==> config.mk <==
export PLATFORM = sky130hd
export DESIGN_NAME = dag_unit
export DESIGN_NICKNAME = d
export VERILOG_FILES = /design/src/rtl/dag_pkg.sv /design/src/rtl/dag_addr_sel.sv /design/src/rtl/dag_step.sv /design/src/rtl/dag_unit.sv
export SDC_FILE = /design/constraint.sdc
export NUM_CORES = 1
export LEC_CHECK = 0
export ABC_AREA = 1
export BUFFER_PORTS_ARGS = -buffer_cell sky130_fd_sc_hd__buf_2
export CAP_MARGIN = 30
export CORE_ASPECT_RATIO = 2
export CORE_MARGIN = 2
export CORE_UTILIZATION = 54
export CTS_CLUSTER_DIAMETER = 60
export DETAILED_ROUTE_END_ITERATION = 10
export PLACE_DENSITY = 0.93
export SYNTH_ARGS = -nofsm -noshare
export SYNTH_HDL_FRONTEND = slang
export SYNTH_SLANG_ARGS = --single-unit
==> constraint.sdc <==
create_clock -name clk -period 2.2 [get_ports clk]
set_clock_uncertainty 0.15 [all_clocks]
set_input_delay 0.44 -clock clk [delete_from_list [all_inputs] [get_ports clk]]
set_output_delay 0.44 -clock clk [all_outputs]
set_load 0.005 [all_outputs]
==> src/rtl/dag_pkg.sv <==
package dag_pkg;
    localparam int AR_W   = 16;
    localparam int CNT_W  = 9;
    localparam int ADDR_W = 8;
    localparam int NUM_AR = 2;
    localparam int ARP_W  = 1;

    typedef enum logic [2:0] {
        K_ACCESS  = 3'd0,
        K_STSTORE = 3'd1,
        K_LOOP    = 3'd2,
        K_LDK0    = 3'd3,
        K_LDK1    = 3'd4,
        K_LDW0    = 3'd5,
        K_LDW1    = 3'd6,
        K_IDLE    = 3'd7
    } dag_kind_e;

    typedef enum logic [ARP_W-1:0] {
        ARP_0 = 1'b0,
        ARP_1 = 1'b1
    } arp_state_e;
endpackage

==> src/rtl/dag_addr_sel.sv <==
module dag_addr_sel #(
    parameter int ADDR_W = 8
) (
    input  logic              active,
    input  logic              is_status,
    input  logic [7:0]        op_byte,
    input  logic              page_bit,
    input  logic [ADDR_W-1:0] ind_src,
    output logic [ADDR_W-1:0] addr
);
    localparam int LOW_W = ADDR_W - 1;

    logic hi_bit;

    always_comb begin
        hi_bit = is_status ? 1'b1 : page_bit;
        if (!active)
            addr = '0;
        else if (op_byte[7])
            addr = ind_src;
        else
            addr = {hi_bit, op_byte[LOW_W-1:0]};
    end
endmodule

==> src/rtl/dag_step.sv <==
module dag_step #(
    parameter int AR_W  = 16,
    parameter int CNT_W = 9
) (
    input  logic [AR_W-1:0] cur,
    input  logic            up,
    input  logic            down,
    output logic [AR_W-1:0] nxt,
    output logic            nonzero
);
    logic [CNT_W-1:0] cnt;

    always_comb begin
        cnt = cur[CNT_W-1:0];
        if (up && !down)
            cnt = cur[CNT_W-1:0] + CNT_W'(1);
        else if (down && !up)
            cnt = cur[CNT_W-1:0] - CNT_W'(1);
        nxt     = {cur[AR_W-1:CNT_W], cnt};
        nonzero = |cur[CNT_W-1:0];
    end
endmodule

==> src/rtl/dag_unit.sv <==
module dag_unit
    import dag_pkg::*;
(
    input  logic        clk,
    input  logic        rst_n,
    input  logic        op_valid,
    input  logic [2:0]  op_kind,
    input  logic [7:0]  op_byte,
    input  logic        page_bit,
    input  logic [15:0] ld_word,
    output logic [7:0]  data_addr,
    output logic        loop_taken,
    output logic [15:0] ar0_q,
    output logic [15:0] ar1_q,
    output logic        arp_q
);
    logic [AR_W-1:0] ar_q   [NUM_AR];
    logic [AR_W-1:0] ar_d   [NUM_AR];
    arp_state_e      arp_st, arp_nx;

    logic              mod_en, step_up, step_dn, arp_reload;
    logic              is_status, addr_act, loop_op;
    logic [NUM_AR-1:0] ldk_sel, ldw_sel;
    logic [AR_W-1:0]   sel_ar, stepped;
    logic              sel_nz;
    dag_kind_e         kind;

    assign kind   = dag_kind_e'(op_kind);
    assign sel_ar = ar_q[arp_st];

    // decode of the strobed operation
    always_comb begin
        mod_en     = 1'b0;
        step_up    = 1'b0;
        step_dn    = 1'b0;
        arp_reload = 1'b0;
        is_status  = 1'b0;
        addr_act   = 1'b0;
        loop_op    = 1'b0;
        ldk_sel    = '0;
        ldw_sel    = '0;
        if (op_valid) begin
            unique case (kind)
                K_ACCESS: begin
                    addr_act = 1'b1;
                    if (op_byte[7]) begin
                        mod_en     = 1'b1;
                        step_up    = op_byte[5];
                        step_dn    = op_byte[4];
                        arp_reload = !op_byte[3];
                    end
                end
                K_STSTORE: begin
                    addr_act  = 1'b1;
                    is_status = 1'b1;
                    if (op_byte[7]) begin
                        mod_en  = 1'b1;
                        step_up = op_byte[5];
                        step_dn = op_byte[4];
                    end
                end
                K_LOOP: begin
                    mod_en  = 1'b1;
                    step_dn = 1'b1;
                    loop_op = 1'b1;
                end
                K_LDK0:  ldk_sel[0] = 1'b1;
                K_LDK1:  ldk_sel[1] = 1'b1;
                K_LDW0:  ldw_sel[0] = 1'b1;
                K_LDW1:  ldw_sel[1] = 1'b1;
                default: ;
            endcase
        end
    end

    dag_addr_sel #(.ADDR_W(ADDR_W)) u_addr (
        .active    (addr_act),
        .is_status (is_status),
        .op_byte   (op_byte),
        .page_bit  (page_bit),
        .ind_src   (sel_ar[ADDR_W-1:0]),
        .addr      (data_addr)
    );

    dag_step #(.AR_W(AR_W), .CNT_W(CNT_W)) u_step (
        .cur     (sel_ar),
        .up      (step_up),
        .down    (step_dn),
        .nxt     (stepped),
        .nonzero (sel_nz)
    );

    assign loop_taken = loop_op && sel_nz;

    // next value of each auxiliary register
    for (genvar gi = 0; gi < NUM_AR; gi++) begin : g_ar
        always_comb begin
            if (ldw_sel[gi])
                ar_d[gi] = ld_word;
            else if (ldk_sel[gi])
                ar_d[gi] = {{(AR_W-8){1'b0}}, op_byte};
            else if (mod_en && (arp_st == arp_state_e'(gi)))
                ar_d[gi] = stepped;
            else
                ar_d[gi] = ar_q[gi];
        end

        always_ff @(posedge clk or negedge rst_n) begin
            if (!rst_n)
                ar_q[gi] <= '0;
            else
                ar_q[gi] <= ar_d[gi];
        end
    end

    // pointer state transitions
    always_comb begin
        arp_nx = arp_st;
        unique case (arp_st)
            ARP_0: if (arp_reload && op_byte[0])  arp_nx = ARP_1;
            ARP_1: if (arp_reload && !op_byte[0]) arp_nx = ARP_0;
            default: arp_nx = ARP_0;
        endcase
    end

    always_ff @(posedge clk or negedge rst_n) begin
        if (!rst_n)
            arp_st <= ARP_0;
        else
            arp_st <= arp_nx;
    end

    assign ar0_q = ar_q[0];
    assign ar1_q = ar_q[1];
    assign arp_q = arp_st;
endmodule

# Word-level counts from Yosys, hierarchy flattened
# Cells that the tools add are included.
# word_totals
input_bits	31
out_inout_bits	42
ff_bits	33
word_cells	71
# op_classes
addsub	2
bitwise	2
n_eq_ne	6
n_reduce_logical	16
order_cmp	1
mux	41
# ops
operator	count
16-bit two-way mux	9
1-bit two-way mux	23
9-bit two-way mux	2
8-bit two-way mux	2
9-bit by 1-bit adder with 9-bit output (second input constant)	1
3-bit == test (second input constant)	3
9-bit OR reduction	1
9-bit by 1-bit subtractor with 9-bit output (second input constant)	1
1-bit logical AND	7
3-bit by 2-bit == test with 1-bit output (second input constant)	2
1-bit case mux with 2 select lines	3
3-bit nonzero test	2
1-bit zero test	4
2-bit two-way mux	2
3-bit by 1-bit == test with 1-bit output (second input constant)	1
3-bit zero test	1
2-bit >= comparator (second input constant)	1
1-bit NOT with 2-bit output	1
2-bit OR reduction	1
1-bit NOT	1

# Logic depth before layout (Yosys ltp)
# Gate-level depths: netlist (run 1).
# depth
ltp_word	11
depth_mapped	17
ltp_nobuf	16

# Hierarchy
# Synthesis (run 1) repeated with hierarchy kept, for this count alone.
# hier_totals
hier_cells	483
hier_area_um2	2981.6
# modules_own_cells
module	instances	cells_each	area_each_um2
dag_unit	1	374	2393.5
dag_step	1	80	467.9
dag_addr_sel	1	29	120.1

# Worst setup path after synthesis (run 1)
# Ideal clock, no wire load.
# synth_timing
path_type	register to output
startpoint	register (tool-made name)
endpoint	output port loop_taken
t_arrival_ns	1.358
setup_slack_ns	0.252
path_stages_with_launch	10
required_ns	1.610
path_cell_list	dfrtp_1 buf_6 inv_4 nand2_1 nand2_1 inv_1 ha_1 nand3_1 nor2_1 a21oi_1
# synth_rtl
item	line	text
to (decl)	dag_unit.sv:12	output logic loop_taken,

==> results.md, run 1 <==
* Period utilization at 105.7%
* Buf/Inv on CP at 4
* Detailed-route via count at 3428
* Clock Tree Buf Depth at 2
* CP max stage delay at 0.50 ns
* Critical path endpoint: loop_taken
* Layout Nets at ~550
* MaxCap Viol Count at 0
* DR pass1 iterations at 5
* CP max-delay cell: dfrtp_2
* #FFs+latches synth at 33
* Worst setup SP type: register
* Reg-to-reg slack, setup at -0.10 ns
* R2R cell count at 15
* Crit path depth at 10
* Initial antenna violation count at 0
* Cell variety after synth at 36
* Port-buffer cells at 72
* Final worst slack at -0.1257 ns
* GRT overflow at 0
* Clk slew on worst S/H paths at approximately 0.080 ns
* Core ar. at 4910 um2
* Final number of setup-violating endpoints at 6
* Site row count at 36
* Antenna Nets Post-Route at 0
* CTS tree: done
* Power per cell area at 977.1 nW/um2
* Synth Net Count at 448
* Ys async rst share at between 90% and 100%
* IO Count at 73
* WP data required at 1.61 ns
* Commonest cells after routing, fill and taps aside: 114 x nand2_1, 72 x buf_2, 43 x inv_1
* Count of final max-slew check failures at 0
* Hold-fix buffers, CTS at 0
* Die area at 5710 um2
* Cell Chain, Critical Path: buf_6, inv_8, nand2_4, nand2_4, inv_4, ha_4, nand3_4, nor2_2, a21oi_1, buf_2
* Largest net degree at the start of global routing at 34
* CTS H-Tree Depth at 2
* Post-Syn Area at 2748 um2
* Worst vdd ir at 0.9094 mV
* Number of remaining DRC errors at 0
* Cell count after synthesis at 415
* CP Capture Type: primary output
* Hold Crit Class: input port to asynchronous set/reset pin
* Max_slew headroom at 48.47%
* DP HPWL at ~7100 um
* Tightest Pin Transition at about 0.77 ns
* Top_reg_cell synth: dfrtp_1
* Detailed Route WL at 10150 um
* Failing checks: negative setup slack
* Wire per inst at 17.68 um
* Sequential area share after synthesis at a little under a third
* Antenna Cells at 0
* Root buffer cell: clkbuf_8
* TritonCTS Buffers at 5
* Share of cells above drive strength 1 at a little under two fifths
* Die width at 54.44 um
* Worst skew pair latency at 0.31 ns
* Most frequent CP cell: nand2_4
* Setup TNS at -0.4204 ns
* Synth warnings at 0
* Setup CP Type: register to primary output
* Max Clk Rate at approximately 430 MHz
* Final hold slack at approximately 0.055 ns
* Delay-heaviest family, CP: flip-flops
* Most common cell after layout, fill and taps aside: nand2_1
* Global-route wire length before repair at between 15000 and 20000 um
* Outcome: complete, but fails checks
* Post-synth EDFFs at 0
* Crit path time final at 2.326 ns
* Hold Violations, Final at 0
* Crit Path Max Fanout at 7
* Clk sink count at 33
* CP arrival at 1.74 ns
* Vias/cell at approximately 6
* Pleak at approximately 2 nW
* Die H at 104.9 um
* Layout area overhead at 34.15%
* Vias in the first global route at between 3000 and 4000
* Reg-to-reg endpoint: ar0_q[4]
* Gr usage total at between 30% and 40%
* Starting density of the core at 55.96%
* RSZ-0062 raised after global routing: true
* GPL Wtd Cong at just over 0.9
* Mean post-synth cell area at 6.621 um2
* Number of DRC markers in iteration 0 at 237
[routing by layer]
metal | track usage [%] | up-vias | routed length [um]
met5 | 0 | - | 0
met4 | 25.36 | 0 | 710
met3 | 7.429 | 77 | 738
met2 | 61.79 | 233 | 5235
met1 | 41.36 | 1564 | 3463
li1 | - | 1554 | -
[layout make-up]
cell class	instances	area (um2)
tap	57	71.32
multi-input combinational	307	1778
sequential	33	827.0
inverter	61	244.0
clock inverter	1	30.03
timing repair buffer	107	641.9
timing repair inverter	1	7.507
clock buffer	7	86.33
fill	368	1224
[flip-flops by register name (all words and copies together), names as in the netlist, named ones only]
| signal | flops |
|---|---|
| ar1_q | 16 |
| ar0_q | 16 |
[metrics by stage]
stage               worst slack, ns  power, mW  cells  util [%]  area [um2]
finish                      -0.1257      3.602    574     75.08        3686
global route                -0.2077      3.818    574     75.08        3686
CTS                       -0.005192      3.322    569     71.33        3502
detailed placement         -0.02031      2.514    548     65.70        3226
global placement            0.02798      2.472    548     65.70        3226
floorplan                    0.2522      1.933    415         -        2748
[where the power goes]
part	switching (mW)	internal (mW)	total, mW
registers	0.194	0.827	1.02
logic	1.15	0.817	1.96
clock network	0.248	0.370	0.618
total	1.59	2.01	3.60
[worst register-to-register path: cells and delay by family (launching register included)]
kind	cells	cell delay, ns
AO/OA/AOI/OAI	2	0.17
buffers and inverters	5	0.54
adder cells (fa/ha/maj)	1	0.18
AND/OR/NAND/NOR	7	0.69
flip-flops	1	0.50
[cells in the mapped netlist, types with 3 or more instances]
cell type,n,share of area [%]
nand3_2,3,1.1
inv_2,10,1.4
inv_4,3,0.68
o22ai_1,19,4.3
clkbuf_1,4,0.55
inv_1,48,6.6
o21ai_2,3,0.96
nand2_1,127,17
o221ai_1,3,0.96
nand2_4,6,2.5
o21ai_1,16,2.9
o21ai_0,18,3.3
nand4_1,7,1.6
buf_6,3,1.2
nand3_1,21,3.8
nor2_4,4,1.6
buf_2,5,0.91
dfrtp_1,33,30
a21oi_1,27,4.9
nand2_2,5,1.1
nor2_1,30,4.1
[what timing repair did]
item,in CTS,in global routing
setup buffers,12,5
setup endpoints to repair,8,19
gates cloned,1,0
gates resized for setup,21,39
pin swaps,6,17
[worst min-delay path by stage]
stage | startpoint | end | slack (ns) | cells past startpoint
after global routing | rst_n | ar1_q[13] | 0.13 | 1
after global placement | ar0_q[11] | ar0_q[11] | 0.33 | 2
after CTS | rst_n | ar1_q[13] | 0.08 | 1
final | rst_n | ar1_q[13] | 0.05 | 1
after detailed placement | ar0_q[14] | ar0_q[14] | 0.34 | 2
after floorplan | rst_n | asynchronous set/reset pin | -0.006 | 0
[cells by family after synthesis]
logic type | after synthesis | share of synthesized area, %
compound gates | 92 | 19.45
simple gates | 211 | 36.84
fa+ha+maj | 2 | 0.9106
flops | 33 | 30.05
buf+inv | 75 | 11.84
xor+xnor | 2 | 0.9110
(Power assumes the default switching activity.)
==> run 2: changes to the inputs <==
--- a/config.mk
+++ b/config.mk
@@ -5,15 +5,14 @@
 export SDC_FILE = /design/constraint.sdc
 export NUM_CORES = 1
 export LEC_CHECK = 0
-export ABC_AREA = 1
 export BUFFER_PORTS_ARGS = -buffer_cell sky130_fd_sc_hd__buf_2
 export CAP_MARGIN = 30
 export CORE_ASPECT_RATIO = 2
 export CORE_MARGIN = 2
-export CORE_UTILIZATION = 54
+export CORE_UTILIZATION = 52
 export CTS_CLUSTER_DIAMETER = 60
 export DETAILED_ROUTE_END_ITERATION = 10
-export PLACE_DENSITY = 0.93
+export PLACE_DENSITY = 0.91
 export SYNTH_ARGS = -nofsm -noshare
 export SYNTH_HDL_FRONTEND = slang
 export SYNTH_SLANG_ARGS = --single-unit
==> run 2 against run 1 <==
Net effect: the flow still finishes with violations (negative setup slack); wire length fell by 3.0%; sequential share of layout area increased by 0.99 points; via count fell by 10%; utilization increased by 2.4 points; critical endpoint is now data_addr[6]; critical path type unchanged; setup slack worse by 0.13 ns; largest cell class unchanged; global-route usage down 2.2 points; worst hold slack lost 0.011 ns; flip-flop and latch count unchanged.
==> results.md, run 2 <==
* Final number of setup-violating endpoints at 12
* Worst setup SP type: register
* Detailed Route WL at 9843 um
* Share of cells above drive strength 1 at 43.24%
* Power per cell area at ~900 nW/um2
* Crit Path Max Fanout at 11
* Clk sink count at 33
* Cell variety after synth at 53
* Top area cells in the synthesized netlist: dfrtp_1 34%, mux2i_1 9.0%, o21ai_0 5.8%, nand2_1 5.2%, nor2_1 5.1%
* Ys async rst share at 100.0%
* Top_reg_cell synth: dfrtp_1
* Failing checks: negative setup slack
* Core ar. at 4554 um2
* Layout area overhead at 44.89%
* Max Clk Rate at 407.3 MHz
* Worst vdd ir at ~0.76 mV
* Layout Nets at 439
* #FFs+latches synth at 33
* Gr usage total at between 30% and 40%
* Worst skew pair latency at 0.31 ns
* Mean post-synth cell area at 8.230 um2
* CP arrival at 1.87 ns
* Max_slew headroom at 48.90%
* Starting density of the core at a little over half
* Clock Tree Buf Depth at 2
* Setup CP Type: register to primary output
* Synth cell count leaders: 34 x nand2_1, 33 x dfrtp_1, 33 x nor2_1
* IO Count at 73
* RSZ-0062 raised after global routing: true
* Synth warnings at 0
* Hold Violations, Final at 0
* WP data required at about 1.6 ns
* Port-buffer cells at 72
* Outcome: complete, but fails checks
* Root buffer cell: clkbuf_8
* Antenna Nets Post-Route at 0
* Final worst slack at -0.2554 ns
* Vias in the first global route at 2848
* TritonCTS Buffers at 5
* Count of final max-slew check failures at 0
* Antenna Cells at 0
* Crit path time final at 2.455 ns
* Die area at approximately 5300 um2
* Cell count after synthesis at 296
* GRT overflow at 0
* MaxCap Viol Count at 0
* DP HPWL at 6480 um
* Post-synth top area cell: dfrtp_1
* Post-synth top area share at 33.90%
* CTS tree: done
* Post-Syn Area at 2436 um2
* Most frequent cell after synthesis: nand2_1
* Clk slew on worst S/H paths at about 0.080 ns
* Place WS at -0.05968 ns
* Number of DRC markers in iteration 0 at 183
* Commonest cells after routing, fill and taps aside: 72 x buf_2, 44 x buf_4, 34 x nand2_1
* Pleak at 1.664 nW
* CTS H-Tree Depth at 2
* Global-route wire length before repair at between 10000 and 15000 um
* Die H at 100.8 um
* DR pass1 iterations at 5
* Largest net degree at the start of global routing at 34
* CP Capture Type: primary output
* Most common cell after layout, fill and taps aside: buf_2
* Number of remaining DRC errors at 0
* Initial antenna violation count at 0
* GPL Wtd Cong at roughly 0.95
* Hold Crit Class: input port to asynchronous set/reset pin
* Vias/cell at 6.649
* Die width at 52.40 um
* Post-synth EDFFs at 0
* Period utilization at 111.6%
* Sequential area share after synthesis at 33.90%
* Site row count at 35
* Tightest Pin Transition at 0.7665 ns
* Synth Net Count at 329
* Setup TNS at -1.243 ns
* Wire per inst at between 20 and 25 um
* Detailed-route via count at about 3000
run 2: cell types whose count changed after synthesis, moves of 8 or more:
cell      change
o21ai_0      +10
o21ai_1      -15
nor3_1        +8
nand2_1      -93
a31oi_1      +11
nand3_1      -17
inv_1        -40
inv_2        -10
mux2i_1      +22
o22ai_1      -15
a211oi_1      +8
a21oi_1       -9
run 2: kinds of logic after synthesis:
family	after synthesis	synth area share [%]
compound gates	95	24.96
flops	33	33.90
mux	24	9.964
buf+inv	26	5.238
xor+xnor	8	2.876
fa+ha+maj	2	1.027
simple gates	108	22.03
run 2: final timing paths:
path | slack, ns | end | cells after the start
setup / recovery | -0.26 | data_addr[6] | 5
hold / removal | 0.04 | ar0_q[13] | 1
setup reg to reg | -0.11 | ar1_q[6] | 8
hold reg to reg | 0.37 | ar0_q[9] | 2
max in group asynchronous | 1.32 | asynchronous set/reset pin | 1
min in group clk | 0.24 | ar0_q[0] | 3
run 2: critical path: stages, from the launching register on:
cell      delay, ns
dfrtp_2        0.50
buf_12         0.18
buf_4          0.18
mux2i_2        0.43
a211oi_1       0.13
buf_2          0.14
run 2: per-layer routing:
layer,routed length (um),GRT usage [%],up-vias
met5,0,0,-
met4,731,24.46,0
met3,700,6.677,71
met2,5095,58.85,212
met1,3316,39.66,1470
li1,-,-,1319
run 2: cell type report:
class	count	area [um2]
Clock buffer	5	68.82
Tap cell	55	68.82
Fill cell	315	1025
Timing Repair Buffer	121	778.2
Multi-Input combinational cell	237	1710
Sequential cell	33	827.0
Inverter	8	30.03
Clock inverter	3	46.29
run 2: what timing repair did:
| action | CTS | global route |
|---|---|---|
| resized for setup | 18 | 30 |
| hold buffers | 0 | 0 |
| gates cloned | 0 | 1 |
| pin swaps | 5 | 12 |
| setup buffers | 1 | 2 |
| setup endpoints to repair | 15 | 18 |
run 2: where the power goes:
group,total [mW],leakage (nW),switching (mW),internal [mW]
logic,1.53,1.19,0.797,0.735
clock network,0.609,0.0543,0.269,0.339
registers,1.04,0.416,0.256,0.784
total,3.18,1.66,1.32,1.86
run 2: stage by stage:
stage               hold WS [ns]  cells  area [um2]  utilization, %  power [mW]
CTS                      0.07002    459        3352           73.60       2.971
finish                   0.04343    462        3530           77.50       3.180
global placement          0.3310    450        3146           69.07       2.223
detailed placement        0.3502    450        3146           69.07       2.276
floorplan              -0.005591    296        2480               -       1.688
global route              0.1078    462        3530           77.50       3.327
==> run 3: changes to the inputs <==
--- a/config.mk
+++ b/config.mk
@@ -8,11 +8,12 @@
 export BUFFER_PORTS_ARGS = -buffer_cell sky130_fd_sc_hd__buf_2
 export CAP_MARGIN = 30
 export CORE_ASPECT_RATIO = 2
-export CORE_MARGIN = 2
+export CORE_MARGIN = 4
 export CORE_UTILIZATION = 52
 export CTS_CLUSTER_DIAMETER = 60
 export DETAILED_ROUTE_END_ITERATION = 10
 export PLACE_DENSITY = 0.91
+export RECOVER_POWER = 50
 export SYNTH_ARGS = -nofsm -noshare
 export SYNTH_HDL_FRONTEND = slang
 export SYNTH_SLANG_ARGS = --single-unit
==> run 3 against run 2 <==
Net effect: largest cell class unchanged; critical path depth increased by 1; wire length increased by 8.0%; register-to-register slack got worse by 0.08 ns; fmax about the same; the run still ends with negative setup slack left; combinational power increased by 5%; highest routed layer unchanged; first-iteration DRC count increased by 80%; sequential power about the same; count of clock-buffer cells in the layout increased by 1; via count increased by 3.7%; flip-flop and latch count unchanged; critical endpoint is now loop_taken.
==> results.md, run 3 (synthesis gave the netlist of run 2 again) <==
* Outcome: complete, but fails checks
* Failing checks: negative setup slack
* TritonCTS Buffers at 5
* Most common cell after layout, fill and taps aside: buf_2
* Initial antenna violation count at 0
* Gr usage total at 32.64%
* Clock Tree Buf Depth at 2
* Pleak at roughly 1.6 nW
* Worst setup SP type: register
* Post-route cell area at 3458 um2
* CTS tree: done
* Most Crowded Layer GR: met2
* Detailed Route WL at 10630 um
* Final worst slack at -0.2573 ns
* Commonest cells after routing, fill and taps aside: 68 x buf_2, 39 x buf_4, 33 x nor2_1
* Antenna Nets Post-Route at 0
* Routing usage on met3 at 6.428%
* Global-route wire length before repair at 15090 um
* CP arrival at 1.87 ns
* Root buffer cell: clkbuf_8
* Period utilization at 111.7%
* Clk sink count at 33
* Port-buffer cells at 72
* DP Area at slightly above 3000 um2
* Max Clk Rate at 406.9 MHz
* Layout Nets at 435
* Hold Violations, Final at 0
* Worst skew pair latency at 0.30 ns
* Share of cells above drive strength 1 at 41.44%
* Hold-fix buffers, CTS at 0
* Setup CP Type: register to primary output
* DR pass1 iterations at 8
* Vias/cell at slightly below 7
* GRT overflow at 0
* CP max stage delay at between 0.5 and 0.6 ns
* Core ar. at 4554 um2
* Cell Chain, Critical Path: mux2i_4, ha_4, o21ai_2, nor3_2, a21oi_2, buf_2
* Vias in the first global route at 3078
* RSZ-0062 raised after global routing: true
* Largest net degree at the start of global routing at 34
* Die area at 5910 um2
* MaxCap Viol Count at 0
* GPL Wtd Cong at roughly 1.1
* Number of remaining DRC errors at 0
* M1 GR Usage at roughly 34%
* GRT met2 Usage at 55.53%
* DP HPWL at 6549 um
* Site row count at 35
* Buf/Inv on CP at 1
* CP Capture Type: primary output
* Power per cell area at 905.8 nW/um2
* Crit path time final at 2.457 ns
* Die H at 104.8 um
* CP max-delay cell: dfrtp_2
* Die width at 56.40 um
* Wire per inst at 23.20 um
* Antenna Cells at 0
* Layout fillers at 323
* Detailed-route via count at around 3200
* IO Count at 73
* WP data required at 1.61 ns
* Final number of setup-violating endpoints at 18
* Setup TNS at -1.721 ns
* Count of final max-slew check failures at 0
* Layout area overhead at 41.96%
* Hold Crit Class: input port to asynchronous set/reset pin
* Tightest Pin Transition at 0.9112 ns
* Starting density of the core at between 50% and 60%
* Clk slew on worst S/H paths at 0.08 ns
* Worst vdd ir at 0.7510 mV
* Number of DRC markers in iteration 0 at 329
* Crit Path Max Fanout at 5
* CTS H-Tree Depth at 2
* Max_slew headroom at between 30% and 40%
* Delay-heaviest family, CP: flip-flops
* Place WS at -0.1060 ns
==> run 3: metal layers <==
layer / part of all wire (%) / vias to the layer above
met5: 0 / -
met4: 8.8 / 0
met3: 12 / 117
met2: 49 / 331
met1: 31 / 1432
li1: - / 1305
==> run 3: worst paths after layout <==
path	from	endpoint	slack, ns	cells after the start
hold / removal	rst_n	ar0_q[8]	0.11	1
max in group asynchronous	rst_n	asynchronous set/reset pin	1.16	1
hold reg to reg	ar1_q[11]	ar1_q[11]	0.36	2
min in group clk	ld_word[0]	ar0_q[0]	0.27	3
setup reg to reg	register	ar0_q[4]	-0.19	8
setup / recovery	register	loop_taken	-0.26	6
==> run 3: final cells by class <==
class | count | area [um2] | share of cell area (%)
tap | 55 | 68.82 | 1.990
sequential | 33 | 827.0 | 23.91
multi-input combinational | 237 | 1699 | 49.13
timing repair buffer | 117 | 748.2 | 21.64
clock inverter | 2 | 10.01 | 0.2894
inverter | 8 | 32.53 | 0.9407
clock buffer | 6 | 72.57 | 2.098
==> run 3: report_power, final <==
part | switching [mW] | leakage [nW] | internal, mW
combinational | 0.853 | 1.14 | 0.750
clock | 0.248 | 0.0450 | 0.220
sequential | 0.278 | 0.416 | 0.784
==> run 3: through the flow <==
step           total power, mW  util [%]  hold slack [ns]  std cells
6_report                 3.132     75.93           0.1055        458
5_1_grt                  3.254     75.93           0.1548        458
4_1_cts                  2.807     71.51          0.09063        455
3_5_place_dp             2.257     68.24           0.3462        445
3_3_place_gp             2.208     68.24           0.3336        445
2_1_floorplan            1.688         -        -0.005591        296
==> run 3: worst register-to-register path, stage by stage, from the launching register on <==
cell and delay, ns:
dfrtp_2 0.51, mux2i_4 0.33, ha_4 0.20, buf_6 0.11
o211ai_4 0.08, or3_4 0.37, or3_1 0.33, o2111ai_1 0.09
a31oi_1 0.10
==> run 3: what timing repair did <==
item | 4_1_cts | 5_1_grt
setup endpoints to repair | 17 | 22
buffers inserted | 2 | 2
gates resized for setup | 12 | 41
pin swaps | 4 | 11
gates cloned | 0 | 1
endpoints found under the hold margin | 0 | 0
